### config.mk
export PLATFORM = sky130hd
export DESIGN_NAME = ext_mem_ctrl
export DESIGN_NICKNAME = d
export VERILOG_FILES = /design/src/rtl/emc_pkg.sv /design/src/rtl/emc_cfg_regs.sv /design/src/rtl/emc_beat_timer.sv /design/src/rtl/emc_seq.sv /design/src/rtl/ext_mem_ctrl.sv
export SDC_FILE = /design/constraint.sdc
export NUM_CORES = 1
export LEC_CHECK = 0
export BUFFER_PORTS_ARGS = -buffer_cell sky130_fd_sc_hd__clkbuf_2
export CAP_MARGIN = 20
export CORE_MARGIN = 1
export CORE_UTILIZATION = 51
export CTS_BUF_LIST = sky130_fd_sc_hd__clkbuf_8
export DETAILED_ROUTE_END_ITERATION = 12
export PLACE_DENSITY = 0.82
export SYNTH_ARGS = -nofsm -noshare
export SYNTH_HDL_FRONTEND = slang
export SYNTH_HIERARCHICAL = 1
export SYNTH_SLANG_ARGS = --single-unit
### constraint.sdc
create_clock -name clk -period 2.45 [get_ports clk]
set_input_delay 0.245 -clock clk [delete_from_list [all_inputs] [get_ports clk]]
set_output_delay 0.245 -clock clk [all_outputs]
set_load 0.03 [all_outputs]
### src/rtl/emc_pkg.sv
package emc_pkg;

  localparam int CFG_W = 8;
  localparam int WS_W  = 4;
  localparam int CNT_W = 5;
  localparam logic [15:0] UNLOCK_KEY = 16'hA05F;

  typedef struct packed {
    logic [WS_W-1:0] ws;
    logic            sync;
    logic            wren;
    logic [1:0]      width;
  } cs_cfg_t;

  localparam cs_cfg_t CFG_RESET = cs_cfg_t'(8'hF0);

  // strobe cycles per beat; the top two codes saturate at 16
  function automatic logic [CNT_W-1:0] beat_len(input logic [WS_W-1:0] ws);
    if (ws >= 4'hE) return CNT_W'(16);
    return {1'b0, ws} + CNT_W'(2);
  endfunction

  // number of external beats per 32-bit word
  function automatic logic [2:0] beat_count(input logic [1:0] w);
    case (w)
      2'b00:   return 3'd4;
      2'b01:   return 3'd2;
      default: return 3'd1;
    endcase
  endfunction

  // byte offset of beat k inside the word
  function automatic logic [1:0] beat_offset(input logic [1:0] beat, input logic [1:0] w);
    case (w)
      2'b00:   return beat;
      2'b01:   return {beat[0], 1'b0};
      default: return 2'b00;
    endcase
  endfunction

  function automatic logic [31:0] lane_data(input logic [31:0] d, input logic [1:0] beat,
                                            input logic [1:0] w);
    return d >> {beat_offset(beat, w), 3'b000};
  endfunction

  function automatic logic [31:0] merge_lane(input logic [31:0] acc, input logic [31:0] rd,
                                             input logic [1:0] beat, input logic [1:0] w);
    logic [31:0] r;
    r = acc;
    case (w)
      2'b00:   r[{beat, 3'b000} +: 8]     = rd[7:0];
      2'b01:   r[{beat[0], 4'b0000} +: 16] = rd[15:0];
      default: r = rd;
    endcase
    return r;
  endfunction

endpackage

### src/rtl/emc_cfg_regs.sv
module emc_cfg_regs
  import emc_pkg::*;
#(
  parameter int NUM_CS = 4,
  parameter int OFS_W  = 6
) (
  input  logic                    clk,
  input  logic                    rst_n,
  input  logic                    wr_en,
  input  logic [OFS_W-1:0]        ofs,
  input  logic [15:0]             wr_data,
  output cs_cfg_t [NUM_CS-1:0]    cfg_q,
  output logic [31:0]             rd_data
);

  localparam int IDX_W = (NUM_CS > 1) ? $clog2(NUM_CS) : 1;
  localparam logic [OFS_W-1:0] CFG_LIMIT = OFS_W'(NUM_CS * 4);
  localparam logic [OFS_W-1:0] KEY_OFS   = OFS_W'(32);

  cs_cfg_t [NUM_CS-1:0] regs_q;
  logic                 locked_q;
  logic                 cfg_hit, key_hit_addr, key_hit, cfg_wr_ok;
  logic [IDX_W-1:0]     cfg_idx;

  assign cfg_hit      = (ofs < CFG_LIMIT) && (ofs[1:0] == 2'b00);
  assign key_hit_addr = (ofs == KEY_OFS);
  assign cfg_idx      = ofs[IDX_W+1:2];
  assign key_hit      = wr_en && key_hit_addr;
  assign cfg_wr_ok    = wr_en && cfg_hit && !locked_q;

  always_ff @(posedge clk or negedge rst_n) begin
    if (!rst_n)             locked_q <= 1'b1;
    else if (key_hit)       locked_q <= (wr_data != UNLOCK_KEY);
    else if (cfg_wr_ok)     locked_q <= 1'b1;
  end

  for (genvar g = 0; g < NUM_CS; g++) begin : g_cfg
    always_ff @(posedge clk or negedge rst_n) begin
      if (!rst_n)                                        regs_q[g] <= CFG_RESET;
      else if (cfg_wr_ok && cfg_idx == IDX_W'(g))        regs_q[g] <= cs_cfg_t'(wr_data[7:0]);
    end
  end

  always_comb begin
    rd_data = '0;
    if (cfg_hit)           rd_data = {24'b0, regs_q[cfg_idx]};
    else if (key_hit_addr) rd_data = {31'b0, locked_q};
  end

  assign cfg_q = regs_q;

  a_r7_relock_after_write: assert property (@(posedge clk) disable iff (!rst_n)
    cfg_wr_ok |=> locked_q);

  a_r6_guarded_bytes_hold: assert property (@(posedge clk) disable iff (!rst_n)
    (locked_q && !key_hit) |=> $stable(regs_q));

endmodule

### src/rtl/emc_beat_timer.sv
module emc_beat_timer #(
  parameter int CNT_W = 5
) (
  input  logic             clk,
  input  logic             rst_n,
  input  logic             restart,
  input  logic             run,
  input  logic [CNT_W-1:0] len,
  output logic             last
);

  logic [CNT_W-1:0] cnt_q;

  always_ff @(posedge clk or negedge rst_n) begin
    if (!rst_n)       cnt_q <= '0;
    else if (restart) cnt_q <= CNT_W'(1);
    else if (run)     cnt_q <= cnt_q + CNT_W'(1);
  end

  assign last = (cnt_q == len);

  a_r2_count_in_window: assert property (@(posedge clk) disable iff (!rst_n)
    run |-> (cnt_q != '0 && cnt_q < len));

  a_r2_restart_at_one: assert property (@(posedge clk) disable iff (!rst_n)
    restart |=> (cnt_q == CNT_W'(1)));

endmodule

### src/rtl/emc_seq.sv
module emc_seq
  import emc_pkg::*;
#(
  parameter int ADDR_W = 26,
  parameter int NUM_CS = 4
) (
  input  logic              clk,
  input  logic              rst_n,
  input  logic              req_valid,
  input  logic              req_cfg,
  input  logic              req_write,
  input  logic [ADDR_W-1:0] req_addr,
  input  logic [31:0]       req_wdata,
  input  cs_cfg_t           sel_cfg,
  input  logic [31:0]       reg_rdata,
  input  logic [31:0]       mem_rdata,
  output logic              req_ready,
  output logic              accept,
  output logic              done,
  output logic              err,
  output logic [31:0]       rdata,
  output logic [NUM_CS-1:0] mem_cs_n,
  output logic [ADDR_W-1:0] mem_addr,
  output logic              mem_oe_n,
  output logic              mem_we_n,
  output logic [31:0]       mem_wdata
);

  localparam int CS_W = (NUM_CS > 1) ? $clog2(NUM_CS) : 1;

  typedef enum logic [1:0] {S_IDLE, S_BEAT, S_CAPT, S_RESP} st_e;

  st_e              state_q, state_d;
  logic [CS_W-1:0]  cs_q;
  logic [ADDR_W-3:0] word_q;
  logic [31:0]      wdata_q, rdata_q;
  logic             write_q, err_q;
  cs_cfg_t          cfg_q;
  logic [1:0]       beat_q;

  logic             reject, go_mem, beat_end, last_beat;
  logic             tmr_last, tmr_restart, tmr_run;
  logic             active, strobe;
  logic             unused_addr_lsb;

  assign unused_addr_lsb = ^req_addr[1:0];

  assign req_ready   = (state_q == S_IDLE);
  assign accept      = req_valid && req_ready;
  assign reject      = req_write && !sel_cfg.wren;
  assign go_mem      = accept && !req_cfg && !reject;
  assign last_beat   = ({1'b0, beat_q} == beat_count(cfg_q.width) - 3'd1);
  assign beat_end    = (state_q == S_BEAT && tmr_last && !cfg_q.sync) || (state_q == S_CAPT);
  assign tmr_restart = go_mem || (beat_end && !last_beat);
  assign tmr_run     = (state_q == S_BEAT) && !tmr_last;

  emc_beat_timer #(.CNT_W(CNT_W)) u_tmr (
    .clk     (clk),
    .rst_n   (rst_n),
    .restart (tmr_restart),
    .run     (tmr_run),
    .len     (beat_len(cfg_q.ws)),
    .last    (tmr_last)
  );

  always_comb begin
    state_d = state_q;
    unique case (state_q)
      S_IDLE: if (accept) state_d = go_mem ? S_BEAT : S_RESP;
      S_BEAT: if (tmr_last)
                state_d = cfg_q.sync ? S_CAPT : (last_beat ? S_RESP : S_BEAT);
      S_CAPT: state_d = last_beat ? S_RESP : S_BEAT;
      S_RESP: state_d = S_IDLE;
      default: state_d = S_IDLE;
    endcase
  end

  always_ff @(posedge clk or negedge rst_n) begin
    if (!rst_n) begin
      state_q <= S_IDLE;
      cs_q    <= '0;
      word_q  <= '0;
      wdata_q <= '0;
      rdata_q <= '0;
      write_q <= 1'b0;
      err_q   <= 1'b0;
      cfg_q   <= CFG_RESET;
      beat_q  <= '0;
    end else begin
      state_q <= state_d;
      if (accept) begin
        cs_q    <= req_addr[ADDR_W-1 -: CS_W];
        word_q  <= req_addr[ADDR_W-1:2];
        wdata_q <= req_wdata;
        write_q <= req_write;
        cfg_q   <= sel_cfg;
        beat_q  <= '0;
        err_q   <= !req_cfg && reject;
        rdata_q <= req_cfg ? reg_rdata : '0;
      end else if (beat_end) begin
        if (!write_q)   rdata_q <= merge_lane(rdata_q, mem_rdata, beat_q, cfg_q.width);
        if (!last_beat) beat_q  <= beat_q + 2'd1;
      end
    end
  end

  assign active    = (state_q == S_BEAT) || (state_q == S_CAPT);
  assign strobe    = (state_q == S_BEAT);
  assign mem_cs_n  = active ? ~(NUM_CS'(1) << cs_q) : '1;
  assign mem_addr  = {word_q, beat_offset(beat_q, cfg_q.width)};
  assign mem_oe_n  = !(strobe && !write_q);
  assign mem_we_n  = !(strobe && write_q);
  assign mem_wdata = lane_data(wdata_q, beat_q, cfg_q.width);
  assign done      = (state_q == S_RESP);
  assign err       = err_q;
  assign rdata     = rdata_q;

  a_r9_done_single_cycle: assert property (@(posedge clk) disable iff (!rst_n)
    done |=> !done);

  a_r9_ready_after_done: assert property (@(posedge clk) disable iff (!rst_n)
    done |=> req_ready);

  a_r8_cs_onehot: assert property (@(posedge clk) disable iff (!rst_n)
    $onehot0(~mem_cs_n));

  a_r8_strobes_exclusive: assert property (@(posedge clk) disable iff (!rst_n)
    !(!mem_oe_n && !mem_we_n));

  a_r8_strobe_has_select: assert property (@(posedge clk) disable iff (!rst_n)
    (!mem_oe_n || !mem_we_n) |-> (mem_cs_n != '1));

  a_r4_write_needs_allow: assert property (@(posedge clk) disable iff (!rst_n)
    !mem_we_n |-> cfg_q.wren);

endmodule

### src/rtl/ext_mem_ctrl.sv
module ext_mem_ctrl
  import emc_pkg::*;
#(
  parameter int ADDR_W = 26,
  parameter int NUM_CS = 4,
  parameter int OFS_W  = 6
) (
  input  logic              clk,
  input  logic              rst_n,
  input  logic              req_valid,
  output logic              req_ready,
  input  logic              req_cfg,
  input  logic              req_write,
  input  logic [ADDR_W-1:0] req_addr,
  input  logic [31:0]       req_wdata,
  output logic              done,
  output logic              err,
  output logic [31:0]       rdata,
  output logic [NUM_CS-1:0] mem_cs_n,
  output logic [ADDR_W-1:0] mem_addr,
  output logic              mem_oe_n,
  output logic              mem_we_n,
  output logic [31:0]       mem_wdata,
  input  logic [31:0]       mem_rdata
);

  localparam int CS_W = (NUM_CS > 1) ? $clog2(NUM_CS) : 1;

  cs_cfg_t [NUM_CS-1:0] cfg_all;
  cs_cfg_t              sel_cfg;
  logic                 accept;
  logic                 reg_wr;
  logic [31:0]          reg_rdata;

  assign sel_cfg = cfg_all[req_addr[ADDR_W-1 -: CS_W]];
  assign reg_wr  = accept && req_cfg && req_write;

  emc_cfg_regs #(.NUM_CS(NUM_CS), .OFS_W(OFS_W)) u_regs (
    .clk     (clk),
    .rst_n   (rst_n),
    .wr_en   (reg_wr),
    .ofs     (req_addr[OFS_W-1:0]),
    .wr_data (req_wdata[15:0]),
    .cfg_q   (cfg_all),
    .rd_data (reg_rdata)
  );

  emc_seq #(.ADDR_W(ADDR_W), .NUM_CS(NUM_CS)) u_seq (
    .clk       (clk),
    .rst_n     (rst_n),
    .req_valid (req_valid),
    .req_cfg   (req_cfg),
    .req_write (req_write),
    .req_addr  (req_addr),
    .req_wdata (req_wdata),
    .sel_cfg   (sel_cfg),
    .reg_rdata (reg_rdata),
    .mem_rdata (mem_rdata),
    .req_ready (req_ready),
    .accept    (accept),
    .done      (done),
    .err       (err),
    .rdata     (rdata),
    .mem_cs_n  (mem_cs_n),
    .mem_addr  (mem_addr),
    .mem_oe_n  (mem_oe_n),
    .mem_we_n  (mem_we_n),
    .mem_wdata (mem_wdata)
  );

endmodule

# ---- Word-level counts from Yosys, hierarchy flattened
# Cells that the tools add are included.
dict set report word_totals {
  regBits 141
  input_bits 95
  out_inout_bits 99
  word_cells 137
}
dict set report classes {
  addsub 6
  magnitude_cmp 4
  n_eq_ne 15
  shifts 6
  mux 32
  n_bitwise 1
  n_reduce_logical 44
}
# operator n
set op_table {}
lappend op_table {{2-to-1 mux 32 bit} 5}
lappend op_table {{bitwise mux 32 bit} 2}
lappend op_table {{one-hot mux 32 bit (2 select lines)} 1}
lappend op_table {{binary-select mux 8 bit (select 2 bit)} 2}
lappend op_table {{variable shift 16 x 7 -> 32 bit, first input constant} 1}
lappend op_table {{variable shift 8 x 7 -> 32 bit, first input constant} 1}
lappend op_table {{indexed part select 16 x 7 -> 32 bit} 1}
lappend op_table {{indexed part select 8 x 7 -> 32 bit} 1}
lappend op_table {{right shift 32 x 5 -> 32 bit} 1}
lappend op_table {{logical AND 1 bit} 21}
lappend op_table {{2-to-1 mux 5 bit} 4}
lappend op_table {{2-to-1 mux 2 bit} 8}
lappend op_table {{2-to-1 mux 8 bit} 2}
lappend op_table {{inequality test 16 bit, second input constant} 1}
lappend op_table {{negator 5 -> 7 bit} 2}
lappend op_table {{logical NOT 1 bit} 10}
lappend op_table {{equality test 2 bit, second input constant} 4}
lappend op_table {{logical NOT 2 bit} 4}
lappend op_table {{one-hot mux 2 bit (4 select lines)} 1}
lappend op_table {{equality test 2 x 1 -> 1 bit, second input constant} 3}
lappend op_table {{equality test 6 bit, second input constant} 1}
lappend op_table {{less-than comparator 2 x 3 -> 1 bit, second input constant} 2}
lappend op_table {{less-than comparator 6 x 5 -> 1 bit, second input constant} 1}
lappend op_table {{inequality test 2 bit, second input constant} 3}
lappend op_table {{17 further kinds} 26}

# ---- Depth between registers and ports, before layout
dict set report depth {
  depth_word 10
  depth_mapped 11
  ltp_nobuf 10
}

# ---- By module
# The synthesis kept the hierarchy.
# module n_inst cells_per_inst area_each_um2 seq_area_each_um2
set modules_own_cells {}
lappend modules_own_cells {emc_seq 1 657 5799.3 2532.4}
lappend modules_own_cells {emc_cfg_regs 1 136 1860.5 847.1}
lappend modules_own_cells {emc_beat_timer 1 26 274.0 125.1}
lappend modules_own_cells {ext_mem_ctrl 1 11 202.7 0.0}

# ---- Worst setup path before layout
# OpenSTA, ideal clock, no wires.
dict set report synth_timing {
  kind {register to register}
  startpoint {register u_seq.state_q[0]}
  endpoint {register u_regs.regs_q (netlist bit u_regs/cfg_q[24])}
  setup_time_ns 0.125
  t_arrival_ns 2.789
  t_required_ns 2.325
  path_slack_ns -0.464
  stages_incl_launch_ff 11
  path_buffers 2
  period_less_slack_ns 2.914
  cell_sequence {dfrtp_1 inv_1 ha_1 nand2_1 clkinv_1 clkbuf_1 and3_1 and2b_2 and4_1 buf_2 mux2_2}
}
dict set report synth_via {
  elab_chain_len 7
}
# item line
set synth_rtl {}
lappend synth_rtl {{start, declared} emc_seq.sv:33} ;# st_e state_q, state_d;
lappend synth_rtl {{start signal, assigned} emc_seq.sv:90} ;# state_q <= state_d;
lappend synth_rtl {{logical NOT 2 bit} emc_seq.sv:48} ;# assign req_ready = (state_q == S_IDLE);
lappend synth_rtl {{net req_ready} ext_mem_ctrl.sv:11} ;# output logic req_ready,
lappend synth_rtl {{logical AND 1 bit} emc_seq.sv:49} ;# assign accept = req_valid && req_ready;
lappend synth_rtl {{net accept} ext_mem_ctrl.sv:31} ;# logic accept;
lappend synth_rtl {{logical AND 1 bit (2 in series)} ext_mem_ctrl.sv:36} ;# assign reg_wr = accept && req_cfg && req_write;
lappend synth_rtl {{net reg_wr} ext_mem_ctrl.sv:32} ;# logic reg_wr;
lappend synth_rtl {{logical AND 1 bit (2 in series)} emc_cfg_regs.sv:29} ;# assign cfg_wr_ok = wr_en && cfg_hit && !locked_q;
lappend synth_rtl {{logical AND 1 bit} emc_cfg_regs.sv:40} ;# else if (cfg_wr_ok && cfg_idx == IDX_W'(g)) regs_q[g] <= cs_cfg_t'(wr_data[7:0]);
lappend synth_rtl {{end signal, assigned by index} emc_cfg_regs.sv:40}
lappend synth_rtl {{end, declared} emc_cfg_regs.sv:20} ;# cs_cfg_t [NUM_CS-1:0] regs_q;
# The timed path passes the listed nets, and every way through them passes these cells.
# A chain may end at the register's enable or synchronous reset.

# ---- Worst setup path in the final report
dict set report layout_timing {
  startpoint {register u_seq/cfg_q[5] (netlist name)}
  endpoint {register u_seq.rdata_q[29] (netlist: u_seq/rdata[29])}
}
dict set report layout_via {
  elab_chain_len 9
  word_cells_on_any_way 10
  cone_classes {add/sub (1); order compare (1); eq/ne (1); mux (2); reduce/logical (5)}
}
# item line
set layout_rtl {}
lappend layout_rtl {{start, declared} emc_seq.sv:38} ;# cs_cfg_t cfg_q;
lappend layout_rtl {{start signal, assigned} emc_seq.sv:96} ;# cfg_q <= sel_cfg;
lappend layout_rtl {{>= comparator 4 bit} emc_pkg.sv:19} ;# if (ws >= 4'hE) return CNT_W'(16);
lappend layout_rtl {{2-to-1 mux 1 bit} emc_pkg.sv:19}
lappend layout_rtl {{2-to-1 mux 5 bit *} emc_pkg.sv:20} ;# return {1'b0, ws} + CNT_W'(2);
lappend layout_rtl {{equality test 5 bit *} emc_beat_timer.sv:20} ;# assign last = (cnt_q == len);
lappend layout_rtl {{net u_seq.tmr_last} emc_seq.sv:42} ;# logic tmr_last, tmr_restart, tmr_run;
lappend layout_rtl {{logical AND 1 bit * (2 in series)} emc_seq.sv:53} ;# assign beat_end = (state_q == S_BEAT && tmr_last && !cfg_q.sync) || (state_q == S_CAPT);
lappend layout_rtl {{logical OR 1 bit *} emc_seq.sv:53}
lappend layout_rtl {{nonzero test 2 bit (no source line) *} -}
lappend layout_rtl {{AND reduction 2 bit (no source line) *} -}
lappend layout_rtl {{end signal, assigned} emc_seq.sv:99} ;# rdata_q <= req_cfg ? reg_rdata : '0;
lappend layout_rtl {{end signal, assigned} emc_seq.sv:101} ;# if (!write_q) rdata_q <= merge_lane(rdata_q, mem_rdata, beat_q, cfg_q.width);
lappend layout_rtl {{end, declared} emc_seq.sv:36} ;# logic [31:0] wdata_q, rdata_q;
# The timed path passes the listed nets; every way through them passes the cells marked *.

==> results.txt <==
status -> complete, but fails checks
failing checks -> setup timing
CP Buf/Inv Count -> 2
RR Endpoint -> u_seq/rdata[29]
syn avg cell area -> 9.803 um2
Worst-Skew Late Latency -> 450 ps
CTS sink cnt -> 139
skew final -> 9.786 ps
peak per-stage delay on the critical path -> 580 ps
r2r setup slk -> -130 ps
vias in the first global route -> 7082
hpwl dp -> 15.52 mm
Core Box Area -> 15370 um2
critical path cell sequence -> ha_4 > xnor2_2 > nor2_1 > xnor2_1 > nand3_1 > nor3_2 > buf_4 > and4bb_4 > nor2_2 > buf_4 > nor4_2 > o21ai_1
final setup fails -> 24
DP Worst Slack -> -108.8 ps
IO Port Bufs -> 193
Pwr Total -> 12.69 mW
Iter 0 DRT Violations -> 598
Max Freq -> 0.3883 GHz
Worst Setup Start Kind -> flop
GPL Wtd Cong -> 0.8981
area post-placement -> 9230 um2
WP depth -> 12
switch share -> 0.4949
Multi-input gate area -> 4320 um2
GRT overflow -> 0
Synth Instances -> 830
Setup crit end kind -> flop
crit path max fanout -> 9
RSZ-0062 raised after global routing -> yes
GR Util All Layers -> 0.2865
TritonCTS clock tree -> built
final wirelength -> 23.53 mm
Synthesis Warnings -> 6
synthesized cell area -> 8137 um2
num ports -> 194
die height -> 128.3 um
area taken by flip-flops and latches -> 3506 um2
Max Cap Viol -> 0
Clk pwr share -> 0.152
FFs w/ async S/R, synth -> 1.000
Detail Route Antenna Nets -> 0
DRT Pass-1 Iters -> 5
cell mode on critical path -> buf_4
Setup CP Type -> flop to flop
final cycle utilization of the critical path -> 1.051
Final Max Tran Viols -> 0
DRC -> 0
FP Rows -> 45
DP Cell Count -> 1210
Area Growth Syn to Fin -> 25.65%
Layout fillers -> 1196
first-pass GRT wire length -> 36.46 mm
Max VDD drop -> 0.7684 mV
H-tree Lvls -> 4
setup TNS -> -1247 ps
design area -> 10220 um2
pin count of the biggest net entering global routing -> 81
Min Hold Slack -> 23.74 ps
clock-pin slew of the registers on the worst-case setup and hold paths -> 80 ps
worst path required time -> 2780 ps
min cycle time layout -> 2575 ps
Worst Setup EP -> u_seq/rdata[29]
internal power -> 6.412 mW
NetSw -> 6.282 mW
ratio of cells with drive above 1 in the final layout -> 0.3467
via total after detailed routing -> 7310
final core utilization -> 0.6651
Clock Path Buffers -> 2
worst slew pin tran -> 871.2 ps
Seq pwr share -> 0.300
dominant synthesized flop cell -> dfrtp_1
WL/cell -> 18.27 um
static leakage power -> 4.972 nW
crit path DAT -> 2910 ps
CTS Buf Count -> 17
register bit total from synthesis -> 139
initial antenna violation count -> 0
crit path from -> u_seq/cfg_q[5]
EDFF count, synth -> 0
Worst path top cell family by delay -> simple AND/OR/NAND/NOR gates
Hold WC Path Type -> input pin to flop
die area -> 16460 um2
Hold Fails Final Rpt -> 0
Gate power share -> 0.548
starting density of the core -> 0.5293
RR Startpoint -> u_seq/cfg_q[5]
CTS Root Cell -> clkbuf_8
via density per instance -> 5.675
Rel. slew slack -> 0.4192
final worst setup slack -> -125.5 ps
Final nets -> 1169
Finished Layout Cells -> 1288
Horiz. Die Dim -> 128.3 um
min-delay src -> req_wdata[10]
Seq/Total Area, Yosys -> 0.4307
slowest stage cell, crit path -> dfstp_2
Cell variety after synth -> 79
Pwr Density -> 1242 nW/um2
worst r2r path cells -> 12
routing by layer:
metal / wire length (um) / vias to the layer above / GRT usage
met2: 11500 / 356 / 0.4690
met4: 618 / 0 / 0.1114
met5: 0 / - / 0
met3: 1714 / 63 / 0.05843
met1: 9700 / 3544 / 0.3752
li1: - / 3347 / -
how the worst min path moves through the flow:
stage / to / depth (start not counted)
finish: u_seq/wdata_q[10] / 3
global route: u_seq/wdata_q[8] / 3
CTS: u_seq/wdata_q[23] / 3
detailed placement: u_seq/rdata[2] / 1
global placement: u_seq/rdata[2] / 1
floorplan: u_regs/cfg_q[0] / 0
cells in the final DEF, fill, tap and decap left out, drive strengths merged, types with 4 or more instances in the layout:
cell         count
o31ai            5
inv             21
nand4           12
a31oi            6
xnor2            5
o41ai            5
a21oi           23
nor2b            8
dfrtp          118
nor4b            7
clkinvlp         4
nand3           12
conb            24
dfstp           21
a2111oi          4
nor3             6
dlygate4sd3     40
nand2b           4
and2            26
a41oi            6
a221o           16
nand2          229
mux4            15
o2bb2ai         10
mux2            34
xor2             6
a32oi            7
and2b            4
nand4b          10
o21ai           25
ha              11
nor2            26
mux2i           34
buf             32
o21a             8
clkinv           4
and3             5
clkbuf         211
power groups by stage:
| stage | registers [mW] | clock network (mW) | logic (mW) |
|---|---|---|---|
| global route | 3.89 | 2.06 | 7.45 |
| floorplan | 4.45 | 0 | 4.03 |
| finish | 3.81 | 1.93 | 6.96 |
| CTS | 3.77 | 1.97 | 6.70 |
| global placement | 3.79 | 0 | 6.47 |
| detailed placement | 3.79 | 0 | 6.61 |
cell families after synthesis:
kind of cell | share of synthesized area
AO/OA/AOI/OAI | 0.1196
flip-flops | 0.4307
multiplexers | 0.1309
other | 0.0004609
adder cells (fa/ha/maj) | 0.01692
AND/OR/NAND/NOR | 0.2237
XOR/XNOR | 0.01184
buffers and inverters | 0.06581
Yosys cell counts, types with 4 or more instances:
| cell | n | share of area |
|---|---|---|
| a41oi_1 | 6 | 0.0065 |
| dfrtp_1 | 118 | 0.36 |
| mux2_2 | 33 | 0.046 |
| a21oi_1 | 20 | 0.012 |
| nand4b_1 | 8 | 0.0086 |
| clkbuf_1 | 15 | 0.0069 |
| mux2i_1 | 34 | 0.042 |
| nand3_1 | 11 | 0.0068 |
| mux4_2 | 15 | 0.042 |
| nor3_1 | 6 | 0.0037 |
| o2bb2ai_1 | 10 | 0.011 |
| nand2b_1 | 4 | 0.0031 |
| xor2_1 | 6 | 0.0065 |
| nor2_1 | 23 | 0.011 |
| xnor2_1 | 5 | 0.0054 |
| o21ai_0 | 23 | 0.014 |
| a221o_1 | 16 | 0.020 |
| and2_1 | 26 | 0.020 |
| nor4b_1 | 5 | 0.0054 |
| nor2b_1 | 6 | 0.0046 |
| dfstp_2 | 21 | 0.068 |
| a32oi_1 | 7 | 0.0075 |
| o21a_1 | 8 | 0.0074 |
| o41ai_1 | 5 | 0.0054 |
| nand4_1 | 12 | 0.0092 |
| buf_4 | 28 | 0.026 |
| a2111oi_0 | 4 | 0.0043 |
| buf_2 | 20 | 0.012 |
| and3_1 | 4 | 0.0031 |
| inv_1 | 15 | 0.0069 |
| nand2_1 | 228 | 0.11 |
| buf_6 | 6 | 0.0083 |
| o31ai_1 | 5 | 0.0046 |
| ha_1 | 11 | 0.017 |
| a31oi_1 | 6 | 0.0046 |
tightest hold or removal path, delay by kind of cell:
family / cells / cell delay [ps]
buffers and inverters: 1 / 90
and+or+nand+nor: 2 / 110
what timing repair did:
action / 4_1_cts / 5_1_grt
setup buffers: 2 / 2
hold buffers: 40 / 0
hold endpoints to repair: 102 / 0
gates resized for setup: 7 / 28
pin swaps: 14 / 9
cloned: 0 / 1
endpoints found under the setup margin: 26 / 59
flip-flops by register name, summed over array words and instances (netlist names), 2 cells and up:
signal	flops
u_regs/cfg_q	32
u_seq/cfg_q	7
u_seq/cs_q	2
u_seq/rdata	32
u_seq/u_tmr/cnt_q	5
u_seq/state_q	2
u_seq/word_q	22
u_seq/beat_q	2
u_seq/wdata_q	32
final cells by class:
cell class / count / area share
multi-input cells: 623 / 0.4226
flip-flops and latches: 139 / 0.3429
repair buffers: 265 / 0.1623
well taps: 211 / 0.02582
clock buffers: 18 / 0.02423
clock inverters: 14 / 0.01567
inverters: 17 / 0.006242
diodes: 1 / 0.0002448
Power figures use the tool's default switching activity.
